**config.mk**
```make
export PLATFORM = sky130hd
export DESIGN_NAME = divrem_unit
export DESIGN_NICKNAME = d
export VERILOG_FILES = /design/src/rtl/divrem_pkg.sv /design/src/rtl/divrem_prep.sv /design/src/rtl/divrem_core.sv /design/src/rtl/divrem_post.sv /design/src/rtl/divrem_unit.sv
export SDC_FILE = /design/constraint.sdc
export NUM_CORES = 1
export LEC_CHECK = 0
export ABC_AREA = 0
export BUFFER_PORTS_ARGS = -buffer_cell sky130_fd_sc_hd__buf_2
export CORE_MARGIN = 10
export CORE_UTILIZATION = 55
export DETAILED_ROUTE_END_ITERATION = 16
export GPL_TIMING_DRIVEN = 0
export PLACE_DENSITY = 0.79
export SLEW_MARGIN = 20
export SYNTH_ARGS = -nofsm -noshare
export SYNTH_HDL_FRONTEND = slang
export SYNTH_SLANG_ARGS = --single-unit
```
**constraint.sdc**
```tcl
create_clock -name clk -period 3.8 [get_ports clk]
set_input_delay 0.38 -clock clk [delete_from_list [all_inputs] [get_ports clk]]
set_output_delay 0.38 -clock clk [all_outputs]
set_load 0.01 [all_outputs]
```
**src/rtl/divrem_pkg.sv**
```systemverilog
`timescale 1ns/1ps
package divrem_pkg;

   // Width code, equal to the two low bits of the opcode
   typedef enum logic [1:0] {
      SZ_8  = 2'd0,
      SZ_16 = 2'd1,
      SZ_32 = 2'd2,
      SZ_64 = 2'd3
   } dr_size_e;

   localparam int NUM_SIZES = 4;

   // Top-level control state
   typedef enum logic {
      ST_IDLE = 1'b0,
      ST_RUN  = 1'b1
   } dr_state_e;

endpackage

```
**src/rtl/divrem_prep.sv**
```systemverilog
`timescale 1ns/1ps
// Narrows operands to the selected width and forms magnitudes and sign flags
module divrem_prep
   import divrem_pkg::*;
#(
   parameter  int DATA_W = 64,
   localparam int CNT_W  = $clog2(DATA_W + 1)
) (
   input  dr_size_e          size,
   input  logic              is_signed,
   input  logic [DATA_W-1:0] dividend,
   input  logic [DATA_W-1:0] divisor,
   output logic [DATA_W-1:0] dvd_aligned,
   output logic [DATA_W-1:0] dsr_mag,
   output logic [DATA_W-1:0] dvd_ext,
   output logic              neg_dvd,
   output logic              neg_dsr,
   output logic              dsr_zero,
   output logic [CNT_W-1:0]  nbits
);

   logic [DATA_W-1:0] c_al  [NUM_SIZES];
   logic [DATA_W-1:0] c_bm  [NUM_SIZES];
   logic [DATA_W-1:0] c_ext [NUM_SIZES];
   logic              c_na  [NUM_SIZES];
   logic              c_nb  [NUM_SIZES];
   logic              c_bz  [NUM_SIZES];
   logic [CNT_W-1:0]  c_nbt [NUM_SIZES];

   for (genvar g = 0; g < NUM_SIZES; g++) begin : g_w
      localparam int W = DATA_W >> (NUM_SIZES - 1 - g);
      localparam logic [DATA_W-1:0] MASK = {DATA_W{1'b1}} >> (DATA_W - W);

      logic [DATA_W-1:0] a_z, b_z, a_s, b_s;
      logic              a_neg, b_neg;

      assign a_z   = dividend & MASK;
      assign b_z   = divisor & MASK;
      assign a_neg = is_signed & dividend[W-1];
      assign b_neg = is_signed & divisor[W-1];
      assign a_s   = a_neg ? (a_z | ~MASK) : a_z;
      assign b_s   = b_neg ? (b_z | ~MASK) : b_z;

      // magnitude placed at the top so the recurrence always starts at the MSB
      assign c_al[g]  = (a_neg ? ((-a_s) & MASK) : a_z) << (DATA_W - W);
      assign c_bm[g]  = b_neg ? ((-b_s) & MASK) : b_z;
      assign c_ext[g] = a_s;
      assign c_na[g]  = a_neg;
      assign c_nb[g]  = b_neg;
      assign c_bz[g]  = (b_z == '0);
      assign c_nbt[g] = CNT_W'(W);
   end

   always_comb begin
      dvd_aligned = c_al[size];
      dsr_mag     = c_bm[size];
      dvd_ext     = c_ext[size];
      neg_dvd     = c_na[size];
      neg_dsr     = c_nb[size];
      dsr_zero    = c_bz[size];
      nbits       = c_nbt[size];
   end

endmodule

```
**src/rtl/divrem_core.sv**
```systemverilog
`timescale 1ns/1ps
// Restoring radix-2 recurrence on magnitudes, one quotient bit per step
module divrem_core #(
   parameter int DATA_W = 64
) (
   input  logic              clk,
   input  logic              rst_n,
   input  logic              load,
   input  logic              step,
   input  logic [DATA_W-1:0] dvd_in,
   input  logic [DATA_W-1:0] dsr_in,
   output logic [DATA_W-1:0] quo_mag,
   output logic [DATA_W-1:0] rem_mag
);

   logic [DATA_W-1:0] shreg_q;   // dividend bits out at the top, quotient bits in at the bottom
   logic [DATA_W-1:0] part_q;    // partial remainder
   logic [DATA_W-1:0] dsr_q;
   logic [DATA_W:0]   shifted;
   logic [DATA_W:0]   trial;
   logic              fits;

   always_comb begin
      shifted = {part_q, shreg_q[DATA_W-1]};
      trial   = shifted - {1'b0, dsr_q};
      fits    = ~trial[DATA_W];
   end

   always_ff @(posedge clk or negedge rst_n) begin
      if (!rst_n) begin
         shreg_q <= '0;
         part_q  <= '0;
         dsr_q   <= '0;
      end else if (load) begin
         shreg_q <= dvd_in;
         part_q  <= '0;
         dsr_q   <= dsr_in;
      end else if (step) begin
         shreg_q <= {shreg_q[DATA_W-2:0], fits};
         part_q  <= fits ? trial[DATA_W-1:0] : shifted[DATA_W-1:0];
      end
   end

   assign quo_mag = shreg_q;
   assign rem_mag = part_q;

endmodule

```
**src/rtl/divrem_post.sv**
```systemverilog
`timescale 1ns/1ps
// Applies result signs and extends narrow results to the full width
module divrem_post
   import divrem_pkg::*;
#(
   parameter int DATA_W = 64
) (
   input  dr_size_e          size,
   input  logic              is_signed,
   input  logic              neg_quo,
   input  logic              neg_rem,
   input  logic [DATA_W-1:0] quo_mag,
   input  logic [DATA_W-1:0] rem_mag,
   output logic [DATA_W-1:0] quo,
   output logic [DATA_W-1:0] rem
);

   logic [DATA_W-1:0] c_q [NUM_SIZES];
   logic [DATA_W-1:0] c_r [NUM_SIZES];

   for (genvar g = 0; g < NUM_SIZES; g++) begin : g_w
      localparam int W = DATA_W >> (NUM_SIZES - 1 - g);
      localparam logic [DATA_W-1:0] MASK = {DATA_W{1'b1}} >> (DATA_W - W);

      logic [DATA_W-1:0] q_m, r_m;

      assign q_m = (neg_quo ? -quo_mag : quo_mag) & MASK;
      assign r_m = (neg_rem ? -rem_mag : rem_mag) & MASK;
      assign c_q[g] = (is_signed & q_m[W-1]) ? (q_m | ~MASK) : q_m;
      assign c_r[g] = (is_signed & r_m[W-1]) ? (r_m | ~MASK) : r_m;
   end

   always_comb begin
      quo = c_q[size];
      rem = c_r[size];
   end

endmodule

```
**src/rtl/divrem_unit.sv**
```systemverilog
`timescale 1ns/1ps
module divrem_unit
   import divrem_pkg::*;
#(
   parameter int DATA_W = 64
) (
   input  logic              clk,
   input  logic              rst_n,
   input  logic              start,
   input  logic [1:0]        op_size,
   input  logic              op_signed,
   input  logic [DATA_W-1:0] dividend,
   input  logic [DATA_W-1:0] divisor,
   output logic              busy,
   output logic              done,
   output logic [DATA_W-1:0] quotient,
   output logic [DATA_W-1:0] remainder
);

   localparam int CNT_W = $clog2(DATA_W + 1);

   if (DATA_W < 8 || (DATA_W % 8) != 0 || (DATA_W & (DATA_W - 1)) != 0) begin : g_bad_width
      $error("divrem_unit: DATA_W must be a power of two of at least 8");
   end

   dr_state_e         state_q;
   logic              done_q;
   logic [CNT_W-1:0]  cnt_q;
   dr_size_e          sz_q;
   logic              sgn_q, negq_q, negr_q, div0_q;
   logic [DATA_W-1:0] aext_q;

   dr_size_e          req_size;
   logic [DATA_W-1:0] dvd_aligned, dsr_mag, dvd_ext;
   logic              neg_dvd, neg_dsr, dsr_zero;
   logic [CNT_W-1:0]  nbits;
   logic [DATA_W-1:0] quo_mag, rem_mag, quo_s, rem_s;
   logic              accept, run;

   assign req_size = dr_size_e'(op_size);
   assign run      = (state_q == ST_RUN);
   assign accept   = start & ~run;

   divrem_prep #(.DATA_W(DATA_W)) u_prep (
      .size        (req_size),
      .is_signed   (op_signed),
      .dividend    (dividend),
      .divisor     (divisor),
      .dvd_aligned (dvd_aligned),
      .dsr_mag     (dsr_mag),
      .dvd_ext     (dvd_ext),
      .neg_dvd     (neg_dvd),
      .neg_dsr     (neg_dsr),
      .dsr_zero    (dsr_zero),
      .nbits       (nbits)
   );

   divrem_core #(.DATA_W(DATA_W)) u_core (
      .clk     (clk),
      .rst_n   (rst_n),
      .load    (accept & ~dsr_zero),
      .step    (run),
      .dvd_in  (dvd_aligned),
      .dsr_in  (dsr_mag),
      .quo_mag (quo_mag),
      .rem_mag (rem_mag)
   );

   divrem_post #(.DATA_W(DATA_W)) u_post (
      .size      (sz_q),
      .is_signed (sgn_q),
      .neg_quo   (negq_q),
      .neg_rem   (negr_q),
      .quo_mag   (quo_mag),
      .rem_mag   (rem_mag),
      .quo       (quo_s),
      .rem       (rem_s)
   );

   always_ff @(posedge clk or negedge rst_n) begin
      if (!rst_n) begin
         state_q <= ST_IDLE;
         done_q  <= 1'b0;
         cnt_q   <= '0;
         sz_q    <= SZ_8;
         sgn_q   <= 1'b0;
         negq_q  <= 1'b0;
         negr_q  <= 1'b0;
         div0_q  <= 1'b0;
         aext_q  <= '0;
      end else if (accept) begin
         sz_q   <= req_size;
         sgn_q  <= op_signed;
         negq_q <= neg_dvd ^ neg_dsr;
         negr_q <= neg_dvd;
         div0_q <= dsr_zero;
         aext_q <= dvd_ext;
         cnt_q  <= nbits;
         if (dsr_zero) begin
            done_q <= 1'b1;
         end else begin
            done_q  <= 1'b0;
            state_q <= ST_RUN;
         end
      end else if (run) begin
         cnt_q <= cnt_q - CNT_W'(1);
         if (cnt_q == CNT_W'(1)) begin
            state_q <= ST_IDLE;
            done_q  <= 1'b1;
         end
      end else begin
         done_q <= 1'b0;
      end
   end

   assign busy      = run;
   assign done      = done_q;
   assign quotient  = div0_q ? {DATA_W{1'b1}} : quo_s;
   assign remainder = div0_q ? aext_q : rem_s;

endmodule

```
==> summary.txt, run 1 <==
CORE AREA -> 0.04213 mm2
Routed via count -> 27622
Vias per cell -> 6.928
IO Pins -> 264
Slew Limit Fails -> 0
Power Density -> 617.0 mW/mm2
Synth top area share -> 28.78%
FFs w/ async S/R, synth -> 100.0%
Post-Syn Instances -> 3051
Yosys Warn Count -> 0
WL/cell -> 28.47 um
Row count -> 75
Antenna viol nets, final -> 0
Nets -> 3626
Fmax -> 0.2045 GHz
Leakage power total -> 12.38 nW
CTS Buf Count -> 31
GR Util All Layers -> 41.23%
Min-delay worst type -> input pin to flop
Worst-Skew Late Latency -> 0.62 ns
Initial DRC count -> 3666
Buffers added on ports -> 249
RSZ-0062 raised after global routing -> yes
Antenna violations before repair -> 6
MaxCap Viol Count -> 0
Tmin final -> 4.890 ns
Max IR drop VDD -> 0.7174 mV
Synth cell types -> 76
Final setup viols -> 178
Global-route wire length before repair -> 160.8 mm
Clk root buf -> clkbuf_16
CP Data Arrival Time -> 4.51 ns
TritonCTS clock tree -> yes
Syn_area_per_cell -> 7.722 um2
CP required -> 3.42 ns
Top post-synthesis cells by count -> nand2_1, o21ai_0, a21oi_1
Top cells by area, synth -> dfrtp_1, xnor2_1, o21ai_0
Part of the cycle the worst path needs -> 128.7%
Fill count -> 3217
Crit start category -> flop
Post-synth top area cell -> dfrtp_1
CP Class -> flop to output port
Worst slew margin -> 16.88%
Clock sinks -> 271
Placed wire-length estimate -> 83.98 mm
Routability cong. -> 1.104
Syn Std Cell Area -> 0.02356 mm2
Fin Clk Skew -> 0.02769 ns
Layout cells sized above 1 -> 21.13%
Post-route setup slack -> -1.090 ns
Area added between synthesis and finish -> 24.69%
Top_reg_cell synth -> dfrtp_1
Total grt overflow -> 0
Most numerous cell in the Yosys netlist -> nand2_1
Failing checks -> negative setup slack
Pre-CTS setup slack -> -1.431 ns
Hold Vio Cnt, Final -> 0
Post-synth EDFFs -> 0
Remaining DRCs -> 0
H-tree depth reported by CTS -> 1
Run status -> finished with violations
Die area -> 0.05152 mm2
Vias in the first global route -> 25892
DR pass1 iterations -> 6
Post-Route WL -> 113.5 mm
Width of the die -> 227.0 um
Syn_nets -> 3256
Crit-path max FO -> 5
Sequential fraction of the synthesis area -> 28.78%
Largest net degree at the start of global routing -> 82
Chip height -> 227.0 um
Yosys reg bits -> 271
Initial Util -> 55.92%
Clk buf depth -> 3
Clock-pin slew on the worst setup and hold paths -> 0.07 ns
Least-Margin Pin Slew -> 1.247 ns
Setup crit end kind -> output port
Hold slack -> 0.09768 ns
Share of the core filled with cells -> 69.72%
[critical path, cell delays in order, from the launching register on]
cell,delay (ns)
dfrtp_1,0.56
nor4_1,0.44
nand3_1,0.24
or4_4,0.61
or2_4,0.26
or3_4,0.34
or3_4,0.36
o41ai_4,0.31
xnor2_1,0.16
nand2_1,0.10
a221oi_2,0.32
buf_2,0.19
[stage by stage]
stage                     setup TNS (ns)  power (W)  cells  instance area (um2)
after CTS                         -32.41    0.01664   3944                28430
after global routing              -63.04    0.01878   3986                29370
after global placement           -832.25    0.01220   3839                25550
after detailed placement         -199.08    0.01246   3842                25640
after floorplan                  -0.7229   0.009759   3051                23630
final                             -57.59    0.01812   3987                29380
[layer usage]
layer	up-vias	wire length, um	GRT usage [%]
li1	11769	-	-
met4	4	10120	30.44
met3	641	13200	10.84
met2	2175	51090	66.43
met5	-	31	0
met1	13033	39060	46.72
[cell families (layout without fill, tap and decap cells)]
group	after synthesis	count (layout)	share of synthesized area [%]
AO/OA/AOI/OAI	997	997	26.29
AND/OR/NAND/NOR	934	934	19.06
buffers and inverters	365	759	5.974
XOR/XNOR	332	332	12.37
flip-flops	271	271	28.78
multiplexers	81	81	3.717
adder cells (fa/ha/maj)	71	71	3.802
other	0	3	0
[registers in the layout (all words and copies together), names as in the netlist]
| register | count |
|---|---|
| u_core.rem_mag | 64 |
| busy | 1 |
| negq_q | 1 |
| div0_q | 1 |
| u_core.dsr_q | 64 |
| done | 1 |
| sgn_q | 1 |
| sz_q | 2 |
| u_core.quo_mag | 64 |
| cnt_q | 7 |
| negr_q | 1 |
| aext_q | 64 |
[final cells by class]
class / count / area (um2) / area share [%]
Buffer: 193 / 907.1 / 3.088
Sequential cell: 271 / 6817 / 23.20
Clock inverter: 18 / 214.0 / 0.7283
Tap cell: 539 / 674.4 / 2.296
Timing Repair Buffer: 357 / 2354 / 8.011
Inverter: 152 / 574.3 / 1.955
Clock buffer: 39 / 845.8 / 2.879
Antenna cell: 3 / 7.507 / 0.02555
Multi-Input combinational cell: 2415 / 16980 / 57.81
[placed cells by master (no fill, tap or decap), types with 19 or more instances in the layout]
master,Yosys,final
a21o_1,38,38
nand3_1,83,79
o22ai_1,61,61
a221oi_2,0,19
nor4_1,28,21
a211oi_1,51,49
mux2i_1,74,70
or3_1,56,44
or4_1,33,27
clkbuf_2,2,19
a21oi_1,276,245
nor2_1,206,198
dfrtp_1,271,243
clkbuf_1,186,150
a22oi_1,29,29
a21oi_2,0,29
xnor2_1,179,170
nand2b_1,24,23
o21ai_0,281,216
nor3_1,71,66
o21ai_2,1,21
buf_4,0,67
ha_1,70,56
nand2_1,304,289
buf_2,5,247
o211ai_1,27,27
inv_1,151,150
nand4_1,32,32
xor2_1,152,149
clkbuf_16,0,34
o21ai_1,3,42
buf_6,3,34
o31ai_1,52,39
dfrtp_2,0,28
[repair_timing]
action / in CTS / in global routing
gates resized for setup: 311 / 161
pin swaps: 81 / 62
buffers inserted: 58 / 43
hold endpoints to repair: 56 / 0
setup endpoints to repair: 216 / 244
hold buffers: 1 / 0
cloned: 4 / 4
[power by group]
group          switching [W]  total [W]  internal [W]
sequential           0.00152    0.00513       0.00361
clock                0.00137    0.00322       0.00185
combinational        0.00563    0.00977       0.00415
[final timing paths]
check	start	endpoint	slack, ns	cells after the start
setup / recovery	u_core.rem_mag[31]	remainder[63]	-1.09	11
hold / removal	divisor[0]	u_core.dsr_q[0]	0.1	3
setup reg to reg	u_core.rem_mag[42]	u_core.rem_mag[20]	-0.35	16
hold reg to reg	u_core.dsr_q[48]	u_core.dsr_q[48]	0.49	2
max in group asynchronous	rst_n	aext_q[47]	2.31	4
min in group asynchronous	rst_n	u_core.dsr_q[6]	0.28	2
No activity file was read; power rests on OpenSTA's default activity.
==> run 2: changes to the inputs <==
--- a/config.mk
+++ b/config.mk
@@ -12,6 +12,7 @@
 export DETAILED_ROUTE_END_ITERATION = 16
 export GPL_TIMING_DRIVEN = 0
 export PLACE_DENSITY = 0.79
+export SETUP_SLACK_MARGIN = 0.05
 export SLEW_MARGIN = 20
 export SYNTH_ARGS = -nofsm -noshare
 export SYNTH_HDL_FRONTEND = slang
==> run 2 against run 1 <==
Against the previous run: the flow still finishes with violations (negative setup slack); critical endpoint is now remainder[61]; register-to-register slack gained 0.09 ns; setup slack gained 0.013 ns; first-iteration DRC count shrank 2.3%.
==> summary.txt, run 2 (synthesized netlist as in run 1, its figures left out) <==
Run status -> finished with violations (unchanged)
Failing checks -> negative setup slack (unchanged)
CORE AREA -> 0.04213 mm2 (unchanged)
Min-delay worst type -> input pin to flop (unchanged)
Setup_tns -> -45.11 ns (was -57.59 ns)
Tmin final -> 4.877 ns (was 4.890 ns)
IO Pins -> 264 (unchanged)
Width of the die -> 227.0 um (unchanged)
Power Density -> 605.9 mW/mm2 (was 617.0 mW/mm2)
Nets -> 3656 (was 3626)
Most frequent cells in the layout -> nand2_1, buf_2, a21oi_1, dfrtp_1, o21ai_0 (unchanged)
MaxCap Viol Count -> 0 (unchanged)
Buffers added on ports -> 249 (unchanged)
Pre-CTS setup slack -> -1.339 ns (was -1.431 ns)
Vias in the first global route -> 25972 (was 25892)
Slew Limit Fails -> 0 (unchanged)
Hold Vio Cnt, Final -> 0 (unchanged)
Part of the cycle the worst path needs -> 128.3% (was 128.7%)
Hold slack -> 0.08508 ns (was 0.09768 ns)
RSZ-0062 raised after global routing -> yes (unchanged)
Row count -> 75 (unchanged)
GR Util All Layers -> 40.13% (was 41.23%)
Clock sinks -> 271 (unchanged)
Max IR drop VDD -> 0.5468 mV (was 0.7174 mV)
CTS Buf Count -> 31 (unchanged)
Critical path origin -> u_core.rem_mag[23] (was u_core.rem_mag[31])
Antenna violations before repair -> 4 (was 6)
TritonCTS clock tree -> yes (unchanged)
CP Class -> flop to output port (unchanged)
Clk buf depth -> 3 (unchanged)
Clk root buf -> clkbuf_16 (unchanged)
Setup crit end kind -> output port (unchanged)
Routed via count -> 27394 (was 27622)
Placed wire-length estimate -> 81.53 mm (was 83.98 mm)
Fin Clk Skew -> 0.01223 ns (was 0.02769 ns)
Post-Route WL -> 110.4 mm (was 113.5 mm)
Hold_sp -> divisor[0] (unchanged)
Leakage power total -> 12.59 nW (was 12.38 nW)
Antenna viol nets, final -> 0 (unchanged)
Reg-to-reg endpoint -> u_core.rem_mag[23] (was u_core.rem_mag[20])
Total grt overflow -> 0 (unchanged)
Crit-path max FO -> 6 (was 5)
H-tree depth reported by CTS -> 1 (unchanged)
WL/cell -> 27.48 um (was 28.47 um)
Layout cells sized above 1 -> 22.96% (was 21.13%)
Initial Util -> 55.92% (unchanged)
Worst Hold Endpoint -> u_core.dsr_q[0] (unchanged)
Post-route setup slack -> -1.077 ns (was -1.090 ns)
Least-Margin Pin Slew -> 1.283 ns (was 1.247 ns)
Fill count -> 3305 (was 3217)
Chip height -> 227.0 um (unchanged)
Routability cong. -> 1.056 (was 1.104)
CP required -> 3.42 ns (about the same)
DR pass1 iterations -> 7 (was 6)
Crit start category -> flop (unchanged)
Die area -> 0.05152 mm2 (unchanged)
Worst slew margin -> 14.44% (was 16.88%)
Share of the core filled with cells -> 70.95% (was 69.72%)
Hold Path Stages -> 3 (unchanged)
Area added between synthesis and finish -> 26.88% (was 24.69%)
CP Data Arrival Time -> 4.50 ns (was 4.51 ns)
Remaining DRCs -> 0 (unchanged)
Worst-Skew Late Latency -> 0.60 ns (was 0.62 ns)
Most common cell after layout, fill and taps aside -> nand2_1 (unchanged)
Final setup viols -> 111 (was 178)
Worst reg-to-reg setup slack -> -0.26 ns (was -0.35 ns)
Clock-pin slew on the worst setup and hold paths -> 0.07 ns (about the same)
Start of the worst register-to-register path -> u_core.rem_mag[38] (was u_core.rem_mag[42])
Global-route wire length before repair -> 157.5 mm (was 160.8 mm)
Vias per cell -> 6.820 (was 6.928)
Initial DRC count -> 3582 (was 3666)
Largest net degree at the start of global routing -> 100 (was 82)
Reg2Reg Depth -> 14 (was 16)
Fmax -> 0.2051 GHz (was 0.2045 GHz)
[run 2: changes by cell type in the layout (fill, tap and decap cells not counted), moves of 5 or more]
cell      delta
o21ai_1      -9
xnor2_1      -7
xnor2_2      +8
a21oi_1      -6
clkbuf_1     -5
buf_4       +20
dfrtp_1      -6
o41ai_2      -5
a21oi_2      +6
nand2_2      +5
dfrtp_2      +6
o21ai_0      +7
ha_1         -5
buf_6        +5
[run 2: cell type report]
cell class / instances / area (um2) / share of cell area, %
diodes: 3 / 7.507 / 0.02511
plain buffers: 193 / 947.2 / 3.169
clock buffers: 42 / 867.1 / 2.901
clock inverters: 15 / 142.6 / 0.4772
inverters: 152 / 574.3 / 1.921
multi-input cells: 2415 / 17240 / 57.67
flip-flops and latches: 271 / 6824 / 22.83
well taps: 539 / 674.4 / 2.256
repair buffers: 387 / 2615 / 8.748
[run 2: per-layer routing]
layer / track usage (%) / share of wire [%] / vias up
met5: 0 / 0.012 / -
met4: 33.08 / 9.6 / 2
met3: 9.535 / 11 / 599
met2: 63.75 / 45 / 1980
met1: 45.56 / 35 / 12963
li1: - / - / 11850
[run 2: how the worst max path moves through the flow]
stage | end | slack [ns] | cells after the start
final | remainder[61] | -1.08 | 12
after global routing | remainder[62] | -1.16 | 14
after CTS | remainder[63] | -1.10 | 12
after detailed placement | u_core.rem_mag[8] | -1.34 | 13
after global placement | u_core.quo_mag[44] | -2.40 | 1
after floorplan | remainder[63] | -0.24 | 12
[run 2: through the flow]
step                      cells  total power [W]  area, um2
after global placement     3839          0.01223      25590
after detailed placement   3841          0.01243      25660
after global routing       4015          0.01882      29890
after floorplan            3051         0.009805      23670
final                      4017          0.01811      29890
after CTS                  3977          0.01695      29020
[run 2: what timing repair did]
action,CTS,global route
gates cloned,5,3
buffers inserted,93,44
hold endpoints to repair,82,0
pin swaps,94,85
setup endpoints to repair,250,261
hold buffers,1,0
gates resized for setup,372,154
[run 2: critical path, cell delays in order, from the launching register on]
cell and delay (ns):
dfrtp_1 0.56, nor3_2 0.40, nand3_1 0.28, or4_4 0.61
or2_4 0.28, or3_4 0.35, buf_6 0.13, or3_4 0.39
o41ai_4 0.31, xnor2_1 0.17, a21oi_1 0.10, a21oi_2 0.16
buf_2 0.15
[run 2: power by group]
part           switching (W)  internal [W]
logic                0.00564       0.00437
registers            0.00143       0.00361
clock network        0.00133       0.00173
total                0.00840       0.00971
